==> src/rtl/cfg_i2c_pkg.sv <==
package cfg_i2c_pkg;
  localparam int unsigned BYTE_W    = 8;
  localparam int unsigned SLOT_IDXW = 4;
  localparam logic [2:0]  DEV_PREFIX  = 3'b001;
  localparam logic [3:0]  SHARED_CHIP = 4'b1111;
  localparam logic [6:0]  BANK_BASE   = 7'h20;

  typedef enum logic [2:0] {S_IDLE, S_RX, S_RXACK, S_TX, S_TXACK} link_st_e;
  typedef enum logic [2:0] {K_ERR, K_MODE, K_LAT, K_BANK, K_NONE} slot_kind_e;

  typedef struct packed {
    slot_kind_e           kind;
    logic [SLOT_IDXW-1:0] idx;
  } slot_t;

  function automatic logic addr_hit(input logic [6:0] a7, input logic [3:0] strap_n);
    return (a7 == {DEV_PREFIX, ~strap_n}) || (a7 == {DEV_PREFIX, SHARED_CHIP});
  endfunction

  function automatic slot_t decode_cmd(input logic [7:0] cmd, input int unsigned nbank);
    slot_t s;
    logic [6:0] c;
    c = cmd[7:1];
    s.kind = K_NONE;
    s.idx  = '0;
    if (c == 7'h00)      s.kind = K_ERR;
    else if (c == 7'h01) s.kind = K_MODE;
    else if (c == 7'h02) s.kind = K_LAT;
    else if (c >= BANK_BASE && c < BANK_BASE + 7'(nbank)) begin
      s.kind = K_BANK;
      s.idx  = SLOT_IDXW'(c - BANK_BASE);
    end
    return s;
  endfunction
endpackage

==> src/rtl/cfg_i2c_sync.sv <==
module cfg_i2c_sync #(
  parameter int unsigned STAGES = 2
) (
  input  logic clk,
  input  logic rst_n,
  input  logic scl_i,
  input  logic sda_i,
  output logic sda_s,
  output logic scl_rise,
  output logic scl_fall,
  output logic start_ev,
  output logic stop_ev
);
  logic [STAGES:0] scl_sh, sda_sh;
  logic scl_s, scl_p, sda_p;

  always_ff @(posedge clk or negedge rst_n) begin
    if (!rst_n) begin
      scl_sh <= '1;
      sda_sh <= '1;
    end else begin
      scl_sh <= {scl_sh[STAGES-1:0], scl_i};
      sda_sh <= {sda_sh[STAGES-1:0], sda_i};
    end
  end

  assign scl_s    = scl_sh[STAGES-1];
  assign scl_p    = scl_sh[STAGES];
  assign sda_s    = sda_sh[STAGES-1];
  assign sda_p    = sda_sh[STAGES];
  assign scl_rise = scl_s & ~scl_p;
  assign scl_fall = ~scl_s & scl_p;
  assign start_ev = scl_s & scl_p & sda_p & ~sda_s;
  assign stop_ev  = scl_s & scl_p & ~sda_p & sda_s;
endmodule

==> src/rtl/cfg_i2c_link.sv <==
module cfg_i2c_link
  import cfg_i2c_pkg::*;
(
  input  logic       clk,
  input  logic       rst_n,
  input  logic       sda_s,
  input  logic       scl_rise,
  input  logic       scl_fall,
  input  logic       start_ev,
  input  logic       stop_ev,
  input  logic [3:0] strap_n,
  input  logic [7:0] rd_byte,
  output logic       sda_o,
  output logic       wr_cmd_stb,
  output logic       wr_data_stb,
  output logic [7:0] wr_byte
);
  link_st_e   st;
  logic [3:0] bit_cnt;
  logic [1:0] byte_idx;
  logic [7:0] rx_sh, tx_sh;
  logic       rd_mode;
  logic       addr_ok;
  logic       byte_end;

  assign addr_ok  = addr_hit(rx_sh[7:1], strap_n);
  assign byte_end = scl_fall && (bit_cnt == 4'd8);
  assign wr_byte  = rx_sh;

  always_ff @(posedge clk or negedge rst_n) begin
    if (!rst_n) begin
      st <= S_IDLE; bit_cnt <= '0; byte_idx <= '0; rx_sh <= '0; tx_sh <= '0;
      rd_mode <= 1'b0; sda_o <= 1'b1; wr_cmd_stb <= 1'b0; wr_data_stb <= 1'b0;
    end else begin
      wr_cmd_stb  <= 1'b0;
      wr_data_stb <= 1'b0;
      if (stop_ev) begin
        st <= S_IDLE; sda_o <= 1'b1;
      end else if (start_ev) begin
        st <= S_RX; bit_cnt <= '0; byte_idx <= '0; rd_mode <= 1'b0; sda_o <= 1'b1;
      end else begin
        unique case (st)
          S_RX: begin
            if (scl_rise) begin
              rx_sh   <= {rx_sh[6:0], sda_s};
              bit_cnt <= bit_cnt + 4'd1;
            end else if (byte_end) begin
              if (byte_idx == 2'd0) begin
                if (addr_ok) begin
                  rd_mode <= rx_sh[0]; sda_o <= 1'b0; st <= S_RXACK;
                end else begin
                  st <= S_IDLE;
                end
              end else begin
                sda_o       <= 1'b0;
                st          <= S_RXACK;
                wr_cmd_stb  <= (byte_idx == 2'd1);
                wr_data_stb <= (byte_idx == 2'd2);
              end
              if (byte_idx != 2'd3) byte_idx <= byte_idx + 2'd1;
            end
          end
          S_RXACK: begin
            if (scl_fall) begin
              bit_cnt <= '0;
              if (rd_mode) begin
                tx_sh <= rd_byte; sda_o <= rd_byte[7]; st <= S_TX;
              end else begin
                sda_o <= 1'b1; st <= S_RX;
              end
            end
          end
          S_TX: begin
            if (scl_rise) begin
              bit_cnt <= bit_cnt + 4'd1;
            end else if (byte_end) begin
              sda_o <= 1'b1; st <= S_TXACK;
            end else if (scl_fall) begin
              tx_sh <= {tx_sh[6:0], 1'b0}; sda_o <= tx_sh[6];
            end
          end
          S_TXACK: begin
            if (scl_rise) begin
              if (sda_s) st <= S_IDLE;
            end else if (scl_fall) begin
              bit_cnt <= '0; tx_sh <= rd_byte; sda_o <= rd_byte[7]; st <= S_TX;
            end
          end
          default: st <= S_IDLE;
        endcase
      end
    end
  end

  AST_IDLE_RELEASED: assert property (@(posedge clk) disable iff (!rst_n)
    (st == S_IDLE) |-> sda_o);
  AST_ACK_NEEDS_MATCH: assert property (@(posedge clk) disable iff (!rst_n)
    (st == S_RX && byte_idx == 2'd0 && byte_end && !addr_ok && !start_ev && !stop_ev) |=> sda_o);
  AST_STOP_ENDS: assert property (@(posedge clk) disable iff (!rst_n)
    stop_ev |=> (st == S_IDLE && sda_o));
  AST_START_RESTARTS: assert property (@(posedge clk) disable iff (!rst_n)
    (start_ev && !stop_ev) |=> (st == S_RX && bit_cnt == 4'd0 && byte_idx == 2'd0));
  AST_ONE_STROBE: assert property (@(posedge clk) disable iff (!rst_n)
    !(wr_cmd_stb && wr_data_stb));
endmodule

==> src/rtl/cfg_i2c_regs.sv <==
module cfg_i2c_regs
  import cfg_i2c_pkg::*;
#(
  parameter int unsigned NBANK    = 11,
  parameter logic [2:0]  MODE_RST = 3'b100,
  parameter logic [7:0]  LAT_RST  = 8'h84
) (
  input  logic                  clk,
  input  logic                  rst_n,
  input  logic                  pipe_rst,
  input  logic                  fifo_fault,
  input  logic                  lat_fault,
  input  logic                  wr_cmd_stb,
  input  logic                  wr_data_stb,
  input  logic [7:0]            wr_byte,
  output logic [7:0]            rd_byte,
  output logic [2:0]            mode_q,
  output logic [7:0]            lat_q,
  output logic [NBANK-1:0][7:0] bank_q
);
  logic [7:0] cmd_q;
  logic [1:0] flag_q;
  slot_t      sel;
  logic       wr_ok, wr_mode, wr_lat, wr_bank;

  assign sel     = decode_cmd(cmd_q, NBANK);
  assign wr_ok   = wr_data_stb && !cmd_q[0];
  assign wr_mode = wr_ok && sel.kind == K_MODE;
  assign wr_lat  = wr_ok && sel.kind == K_LAT;
  assign wr_bank = wr_ok && sel.kind == K_BANK;

  always_ff @(posedge clk or negedge rst_n) begin
    if (!rst_n) begin
      cmd_q <= '0; flag_q <= '0; mode_q <= MODE_RST; lat_q <= LAT_RST; bank_q <= '0;
    end else begin
      if (wr_cmd_stb) cmd_q <= wr_byte;
      flag_q <= (pipe_rst ? 2'b00 : flag_q) | {fifo_fault, lat_fault};
      if (wr_mode) mode_q <= wr_byte[2:0];
      if (wr_lat)  lat_q  <= wr_byte;
      for (int k = 0; k < int'(NBANK); k++)
        if (wr_bank && sel.idx == SLOT_IDXW'(k)) bank_q[k] <= wr_byte;
    end
  end

  always_comb begin
    unique case (sel.kind)
      K_ERR:   rd_byte = {6'h3F, ~flag_q};
      K_MODE:  rd_byte = {5'b0, mode_q};
      K_LAT:   rd_byte = lat_q;
      K_BANK:  rd_byte = bank_q[sel.idx];
      default: rd_byte = 8'hFF;
    endcase
  end

  AST_FLAG_STICKY: assert property (@(posedge clk) disable iff (!rst_n)
    (flag_q[1] && !pipe_rst) |=> flag_q[1]);
  AST_MODE_KEEP: assert property (@(posedge clk) disable iff (!rst_n)
    !wr_mode |=> $stable(mode_q));
  AST_LAT_KEEP: assert property (@(posedge clk) disable iff (!rst_n)
    !wr_lat |=> $stable(lat_q));
  AST_UNKNOWN_NOWRITE: assert property (@(posedge clk) disable iff (!rst_n)
    (wr_data_stb && sel.kind == K_NONE) |=> $stable(bank_q));
endmodule

==> src/rtl/cfg_i2c_target.sv <==
module cfg_i2c_target
  import cfg_i2c_pkg::*;
#(
  parameter int unsigned NBANK       = 11,
  parameter int unsigned SYNC_STAGES = 2,
  localparam int unsigned BANK_W     = NBANK * BYTE_W
) (
  input  logic              clk,
  input  logic              rst_n,
  input  logic              pipe_rst,
  input  logic              fifo_fault,
  input  logic              lat_fault,
  input  logic [3:0]        strap_n,
  input  logic              scl_i,
  input  logic              sda_i,
  output logic              sda_o,
  output logic [2:0]        mode_o,
  output logic [7:0]        latency_o,
  output logic [BANK_W-1:0] bank_o
);
  logic sda_s, scl_rise, scl_fall, start_ev, stop_ev;
  logic wr_cmd_stb, wr_data_stb;
  logic [7:0] wr_byte, rd_byte;
  logic [NBANK-1:0][7:0] bank_q;

  cfg_i2c_sync #(.STAGES(SYNC_STAGES)) u_sync (
    .clk(clk), .rst_n(rst_n), .scl_i(scl_i), .sda_i(sda_i), .sda_s(sda_s),
    .scl_rise(scl_rise), .scl_fall(scl_fall), .start_ev(start_ev), .stop_ev(stop_ev));

  cfg_i2c_link u_link (
    .clk(clk), .rst_n(rst_n), .sda_s(sda_s), .scl_rise(scl_rise), .scl_fall(scl_fall),
    .start_ev(start_ev), .stop_ev(stop_ev), .strap_n(strap_n), .rd_byte(rd_byte),
    .sda_o(sda_o), .wr_cmd_stb(wr_cmd_stb), .wr_data_stb(wr_data_stb), .wr_byte(wr_byte));

  cfg_i2c_regs #(.NBANK(NBANK)) u_regs (
    .clk(clk), .rst_n(rst_n), .pipe_rst(pipe_rst), .fifo_fault(fifo_fault),
    .lat_fault(lat_fault), .wr_cmd_stb(wr_cmd_stb), .wr_data_stb(wr_data_stb),
    .wr_byte(wr_byte), .rd_byte(rd_byte), .mode_q(mode_o), .lat_q(latency_o),
    .bank_q(bank_q));

  for (genvar g = 0; g < int'(NBANK); g++) begin : g_flat
    assign bank_o[g*BYTE_W +: BYTE_W] = bank_q[g];
  end
endmodule

==> config.mk <==
export PLATFORM = sky130hd
export DESIGN_NAME = cfg_i2c_target
export DESIGN_NICKNAME = d
export VERILOG_FILES = /design/src/rtl/cfg_i2c_pkg.sv /design/src/rtl/cfg_i2c_sync.sv /design/src/rtl/cfg_i2c_link.sv /design/src/rtl/cfg_i2c_regs.sv /design/src/rtl/cfg_i2c_target.sv
export SDC_FILE = /design/constraint.sdc
export NUM_CORES = 1
export LEC_CHECK = 0
export BUFFER_PORTS_ARGS = -buffer_cell sky130_fd_sc_hd__clkbuf_2
export CAP_MARGIN = 15
export CORE_MARGIN = 5
export CORE_UTILIZATION = 60
export CTS_CLUSTER_DIAMETER = 200
export CTS_CLUSTER_SIZE = 10
export DETAILED_ROUTE_END_ITERATION = 12
export GPL_TIMING_DRIVEN = 0
export PLACE_DENSITY = 0.84
export SYNTH_ARGS = -nofsm -noshare
export SYNTH_HDL_FRONTEND = slang
export SYNTH_HIERARCHICAL = 1
export SYNTH_SLANG_ARGS = --single-unit
==> constraint.sdc <==
create_clock -name clk -period 4.8 [get_ports clk]
set_input_delay 0.48 -clock clk [delete_from_list [all_inputs] [get_ports clk]]
set_output_delay 0.48 -clock clk [all_outputs]
set_load 0.1 [all_outputs]
; ---- Word-level counts from Yosys, hierarchy flattened
; Index checks and enable logic that the tools add are counted.
[word_totals]
register_bits = 143
inputBits = 11
output_inout_bits = 100
word_cells = 208
[classes]
addsub = 3
n_lt_le_gt_ge = 3
n_eq_ne = 46
muxes = 75
n_bitwise = 16
reduce_logical = 39
[ops]
columns = cell, n
row1 = $mux W7, 8
row2 = $mux W3, 13
row3 = $bmux W8 S4, 1
row4 = $pmux W8 S4, 1
row5 = $mux W1, 31
row6 = $mux W4, 7
row7 = $pmux W7 S3, 1
row8 = $mux W2, 9
row9 = $logic_and A1 B1 Y1, 17
row10 = $eq A4 B3 Y1 const B, 4
row11 = $eq A4 B4 Y1 const B, 4
row12 = $ne A4 B3 Y1 const B, 4
row13 = $eq A3 B2 Y1 const B, 4
row14 = $ne A4 B4 Y1 const B, 3
row15 = $pmux W3 S4, 1
row16 = $pmux W4 S3, 1
row17 = $ne A2 B1 Y1 const B, 5
row18 = $ne A5 B4 Y1 const B, 2
row19 = $reduce_and A10 Y1, 1
row20 = $reduce_bool A2 Y1, 5
row21 = $reduce_and A9 Y1, 1
row22 = $eq A4 B2 Y1 const B, 2
row23 = $mux W8, 1
row24 = $ne A2 B2 Y1 const B, 4
row25 = 39 further kinds, 52

; ---- Depth between registers and ports, before layout
[depth]
ltp_word = 14
depth_mapped = 11
ltp_nobuf = 9

; ---- Hierarchy
; Netlist, hierarchy kept.
[modules_own_cells]
columns = mod, n_inst, cells_per_inst, area_each_um2, seq_area_each_um2
row1 = cfg_i2c_regs, 1, 419, 5230.0, 2731.4
row2 = cfg_i2c_link, 1, 168, 1636.6, 701.9
row3 = cfg_i2c_sync, 1, 10, 190.2, 157.7

; ---- Least setup slack after synthesis
; No wires, ideal clock.
[synth_path]
kind = register -> register
from = register u_regs.cmd_q[5]
to = register u_link.sda_o
setup_time_ns = 0.082
t_arrival_ns = 2.740
required_time_ns = 4.718
slack_ns = 1.977
stages_incl_launch_ff = 11
n_path_buf = 1
period_less_slack_ns = 2.823
path_cell_list = dfrtp_1 > or3b_1 > buf_6 > or4_2 > o2111a_1 > o21ai_0 > a221oi_1 > mux2i_1 > o32ai_1 > or4_1 > mux2_2
[synth_between]
elab_chain_cells = 14
word_cells_on_any_way = 27
cone_classes = 2 x order compare / 5 x eq/ne / 17 x mux / 3 x reduce/logical
[synth_lines]
columns = item, line
row1 = from (decl), cfg_i2c_regs.sv:21  ; logic [7:0] cmd_q;
row2 = from (signal assigned), cfg_i2c_regs.sv:36  ; if (wr_cmd_stb) cmd_q <= wr_byte;
row3 = $ge A7 B6 Y1 / $lt A7 B6 Y1 (equally long branches), cfg_i2c_pkg.sv:29  ; else if (c >= BANK_BASE && c < BANK_BASE + 7'(nbank)) begin
row4 = $logic_and A1 B1 Y1, cfg_i2c_pkg.sv:29
row5 = $mux W7, cfg_i2c_pkg.sv:29
row6 = $mux W4, cfg_i2c_pkg.sv:28  ; else if (c == 7'h02) s.kind = K_LAT;
row7 = $mux W4, cfg_i2c_pkg.sv:27  ; else if (c == 7'h01) s.kind = K_MODE;
row8 = $mux W4, cfg_i2c_pkg.sv:26  ; if (c == 7'h00) s.kind = K_ERR;
row9 = $bmux W8 S4, cfg_i2c_regs.sv:50  ; K_BANK: rd_byte = bank_q[sel.idx];
row10 = $mux W8 (not written as such), cfg_i2c_regs.sv:50
row11 = $pmux W8 S4 *, cfg_i2c_regs.sv:46  ; unique case (sel.kind)
row12 = net rd_byte[7], cfg_i2c_target.sv:23  ; logic [7:0] wr_byte, rd_byte;
row13 = "$mux W1, on equally long branches", "cfg_i2c_link.sv:85, cfg_i2c_link.sv:66"
row14 = "$mux W1, on equally long branches", "cfg_i2c_link.sv:83, cfg_i2c_link.sv:64"
row15 = $pmux W1 S4 *, cfg_i2c_link.sv:42  ; unique case (st)
row16 = $mux W1 *, cfg_i2c_link.sv:39  ; end else if (start_ev) begin
row17 = $mux W1 *, cfg_i2c_link.sv:37  ; if (stop_ev) begin
row18 = to (signal assigned), cfg_i2c_link.sv:79  ; tx_sh <= {tx_sh[6:0], 1'b0}; sda_o <= tx_sh[6];
row19 = to (decl), cfg_i2c_link.sv:13  ; output logic sda_o,
; Mark *: on every way through the listed nets, which the timed path passes. The rest lies on a longest branch. The select of a mux whose other input is x is not followed.
; A chain may end at the register's enable or synchronous reset.

; ---- Worst setup path after layout
[layout_path]
from = register u_regs.cmd_q[6]
to = register u_link.sda_o
; The elaborated chain is that of the path after synthesis.

==> parameters.txt <==
Parameter                              Value

Run status
  Outcome    finished, final reports clean

Synth
  Post-synth EDFFs    0
  Simple-gate share of the synthesized area    11.76%
  Gate Count Post-Synth    597
  Compound-cell area share of the yosys netlist    12.09%
  Area fraction of the dominant cell type after synthesis    47.16%
  Dominant combinational cell family by area after synthesis    multiplexers
  Number of distinct standard cells referenced by the synthesized netlist    73
  Net count after synthesis    614
  Main flop type after synthesis    sky130_fd_sc_hd__dfrtp_1
  Main area contributors after synthesis    sky130_fd_sc_hd__dfrtp_1 47%, sky130_fd_sc_hd__mux2_2 17%, sky130_fd_sc_hd__dfstp_2 3.7%
  XOR/XNOR share of the synthesized area    0.8688%
  Arithmetic-cell share of the synthesized area counting full adders, half adders and majority gates    1.064%
  Sequential cell area fraction in the yosys report    50.89%
  Mux share of post-synthesis cell area    19.47%
  Mean area per synthesized cell    11.82 um2
  FF+latch count, synth    143
  Post-synthesis instance area    0.007057 mm2
  Synth warn    6
  Top cell type by total area after synthesis    sky130_fd_sc_hd__dfrtp_1
  FFs w/ async S/R, synth    100.0%

Power and ir drop
  Overall Power    2.926 mW
  Switching power    0.7974 mW
  Clock group share of total power    42.8%
  Leakage power summed over all cells    4.222 nW
  Share of power burned in registers    46.1%
  Internal power summed over all cells    2.129 mW
  Power density cells    348.8 mW/mm2
  Worst vdd ir    0.3197 mV
  Proportion of total power due to net switching    27.25%
  Power share of the combinational group    11.1%

Finish
  Layout filler cell count    814
  Antenna Cells    0
  Fraction of final layout cells sized beyond drive strength 1    39.46%
  Commonest cells after routing, fill and taps aside    133 x sky130_fd_sc_hd__dfrtp_1, 109 x sky130_fd_sc_hd__clkbuf_2, 106 x sky130_fd_sc_hd__mux2_2
  Synthesis-to-layout area growth    18.90%
  Final std cells w/o fill    883
  Final standard cell area without fillers    0.008391 mm2
  Commonest non-fill, non-tap cell in the layout    sky130_fd_sc_hd__dfrtp_1
  Count of nets after finishing    744

Clock tree
  CTS resizes    0
  Clock Root Buffer    sky130_fd_sc_hd__clkbuf_16
  Total CTS buffers    17
  Post-CTS setup buffer count    0
  Clock transition at the registers of the reported paths    0.06 ns
  TritonCTS clock tree    built
  CTS Hold Bufs    0
  Clock network latency to the later pin of the worst-skew pair    0.42 ns
  Buffer depth of the longest clock path    2
  # clock sinks    143
  Count of H-tree levels built during CTS    4

Routing
  Top metal layer carrying routed signals    met4
  Met2 wire length    9764 um
  Routed wirelength normalized by instance count    22.28 um
  Vias    5554
  Number of vias per cell after detailed routing    6.290
  First-pass DRT Iterations    5
  Met3 WL    1539 um
  Drt total wl    19680 um
  Number of remaining DRC errors    0
  Residual antenna-violating net count after detailed routing    0
  Post-route met1 wirelength    7560 um
  Iter 0 DRT Violations    563

STA
  Tmin final    3.188 ns
  Maximum clock frequency    313.7 MHz
  WHS    0.01875 ns
  Hold Violations, Final    0
  Total negative slack    0 ns
  Max-slew violation total from the final report    0
  Number of endpoints failing setup at the final stage    0
  Relative slew margins    42.74%
  Max Clock Skew    0.005827 ns
  Fraction of the cycle the final worst path needs    66.41%
  Unrepaired setup endpoints after global routing    false
  Tightest Pin Transition    0.8543 ns

Die
  Num rows    39
  Ports placed on the boundary    111
  Die footprint    0.01403 mm2
  Total core area    0.01147 mm2
  Die extent in x    118.5 um
  Starting utilization of the core area    61.54%
  Die Y    118.5 um

Worst setup path
  Crit start category    flip-flop
  Cell seen most often among critical-path stages    sky130_fd_sc_hd__buf_6
  Maximum fanout encountered on the critical timing path    10
  Endpoint of the worst register-to-register path    u_link/sda_o$_DFFE_PN1P_
  Crit path depth    11
  Top Family by Delay on Critical Path    compound AO/OA/AOI/OAI gates
  Cells along the critical path    or3b_1 -> buf_6 -> a211oi_4 -> buf_6 -> nor2_1 -> a211o_1 -> a221oi_1 -> inv_1 -> o32ai_1 -> or4_1 -> mux2_2
  Length in cells of the worst reg-to-reg path    11
  Critical Path Sink Type    flip-flop
  Category of the most critical setup path    flip-flop to flip-flop
  Crit-path slowest cell    sky130_fd_sc_hd__a221oi_1
  Data arrival time at the worst-slack endpoint    3.55 ns
  End point of the critical path    u_link/sda_o$_DFFE_PN1P_
  Required @ worst endpoint    5.16 ns
  Register-to-Register Setup Slack    1.61 ns
  CP startpoint    u_regs/cmd_q[6]$_DFFE_PN0P_
  Critical Path Max Stage Delay    0.48 ns
  Worst path buffer plus inverter count    3
  Origin of the critical flop-to-flop path    u_regs/cmd_q[6]$_DFFE_PN0P_

Min path
  Class of the worst hold path    primary input to asynchronous set/reset pin

Placement
  Dpl hpwl    14230 um
  RePlAce Congestion    0.9922
  Cell area reported after detailed placement    0.007823 mm2
  Instance count after placement with tap cells included    851
  Port bufs    110

GRT
  Number of antenna violations at the first check in global routing    0
  Global-route wire length before repair    31530 um
  Maximum number of pins on one net before global-route repair    90
  Grt ovf    0
  Number of global-route vias before repair    5735
  All-Layer GR Usage    28.66%

Flow run
  Max Cap Violations    0
-- state kept, by name, indices dropped and copies added, names as in the netlist --
name,flops
u_regs/bank_q,88
u_link/wr_byte,8
u_regs/cmd_q,8
u_regs/lat_q,8
u_link/tx_sh,7
u_link/bit_cnt,4
u_link/st,3
u_regs/mode_q,3
u_sync/scl_sh,3
u_sync/sda_sh,3
u_link/byte_idx,2
u_regs/flag_q,2
u_link/rd_mode,1
u_link/sda_o,1
u_link/wr_cmd_stb,1
u_link/wr_data_stb,1
-- cells by family after synthesis --
group / after synthesis
adders and majority gates: 6
AOI/OAI and AO/OA: 119
muxes: 123
DFF: 143
xor gates and xnor gates: 7
and+or+nand+nor: 149
buffers and inverters: 50
-- layout make-up --
| class | instances | area, um2 | share of cell area, % |
|---|---|---|---|
| inverters | 14 | 52.55 | 0.6263 |
| well taps | 143 | 178.9 | 2.132 |
| clock buffers | 22 | 454.2 | 5.413 |
| repair buffers | 111 | 586.8 | 6.994 |
| multi-input cells | 404 | 3193 | 38.06 |
| flip-flops and latches | 143 | 3591 | 42.80 |
| plain buffers | 36 | 220.2 | 2.625 |
| clock inverters | 10 | 113.9 | 1.357 |
-- metrics by stage --
step	worst slack [ns]	utilization, %
floorplan	1.977	-
global placement	1.106	67.90
detailed placement	1.678	68.22
CTS	1.664	73.17
global route	1.409	73.17
finish	1.612	73.17
-- routing by layer --
layer	global-route usage [%]	vias up
met5	0	-
met4	14.25	0
met1	35.72	2729
met3	6.304	61
met2	47.36	283
li1	-	2481
-- power by group through the flow --
stage	logic, mW	registers (mW)	clock network [mW]
2_1_floorplan	0.180	1.34	0
3_3_place_gp	0.303	1.36	0
3_5_place_dp	0.317	1.37	0
4_1_cts	0.321	1.35	1.27
5_1_grt	0.350	1.36	1.33
6_report	0.324	1.35	1.25
-- cell usage after synthesis, types with 5 or more instances --
library cell               count
sky130_fd_sc_hd__a31oi_1       6
sky130_fd_sc_hd__inv_1        14
sky130_fd_sc_hd__mux2i_1       9
sky130_fd_sc_hd__a21oi_1      18
sky130_fd_sc_hd__dfstp_2      10
sky130_fd_sc_hd__mux2_2      106
sky130_fd_sc_hd__nand2b_1      6
sky130_fd_sc_hd__nand2_1      27
sky130_fd_sc_hd__nor2_1       45
sky130_fd_sc_hd__o311ai_0      5
sky130_fd_sc_hd__nand3_1       8
sky130_fd_sc_hd__or3_1         7
sky130_fd_sc_hd__buf_6         7
sky130_fd_sc_hd__o21ai_0      19
sky130_fd_sc_hd__o21a_1        6
sky130_fd_sc_hd__nor2b_1       7
sky130_fd_sc_hd__ha_1          6
sky130_fd_sc_hd__o22ai_1      15
sky130_fd_sc_hd__mux2_1        8
sky130_fd_sc_hd__clkbuf_1     20
sky130_fd_sc_hd__buf_2         6
sky130_fd_sc_hd__dfrtp_1     133
sky130_fd_sc_hd__a211o_1       5
sky130_fd_sc_hd__o31ai_1       6
sky130_fd_sc_hd__nor3_1       10
-- worst min path at each step --
| stage | start | endpoint | slack [ns] | depth (start not counted) |
|---|---|---|---|---|
| floorplan | rst_n | u_link/bit_cnt[0]$_DFFE_PN0P_ | 0.18 | 0 |
| global placement | u_sync/scl_sh[0]$_DFF_PN1_ | u_sync/scl_sh[1]$_DFF_PN1_ | 0.35 | 0 |
| detailed placement | u_sync/scl_sh[0]$_DFF_PN1_ | u_sync/scl_sh[1]$_DFF_PN1_ | 0.35 | 0 |
| CTS | rst_n | u_regs/bank_q[68]$_DFFE_PN0P_ | 0.02 | 1 |
| global route | rst_n | u_regs/bank_q[67]$_DFFE_PN0P_ | 0.05 | 1 |
| finish | rst_n | u_regs/bank_q[68]$_DFFE_PN0P_ | 0.02 | 1 |
-- worst reg2reg max path: cells and delay by family, from the launching register on --
family                 cells  cell delay, ns
muxes                      1            0.14
buffers and inverters      3            0.46
and+or+nand+nor            3            0.59
DFF                        1            0.45
AOI/OAI and AO/OA          4            1.49
Power figures use the tool's default switching activity.
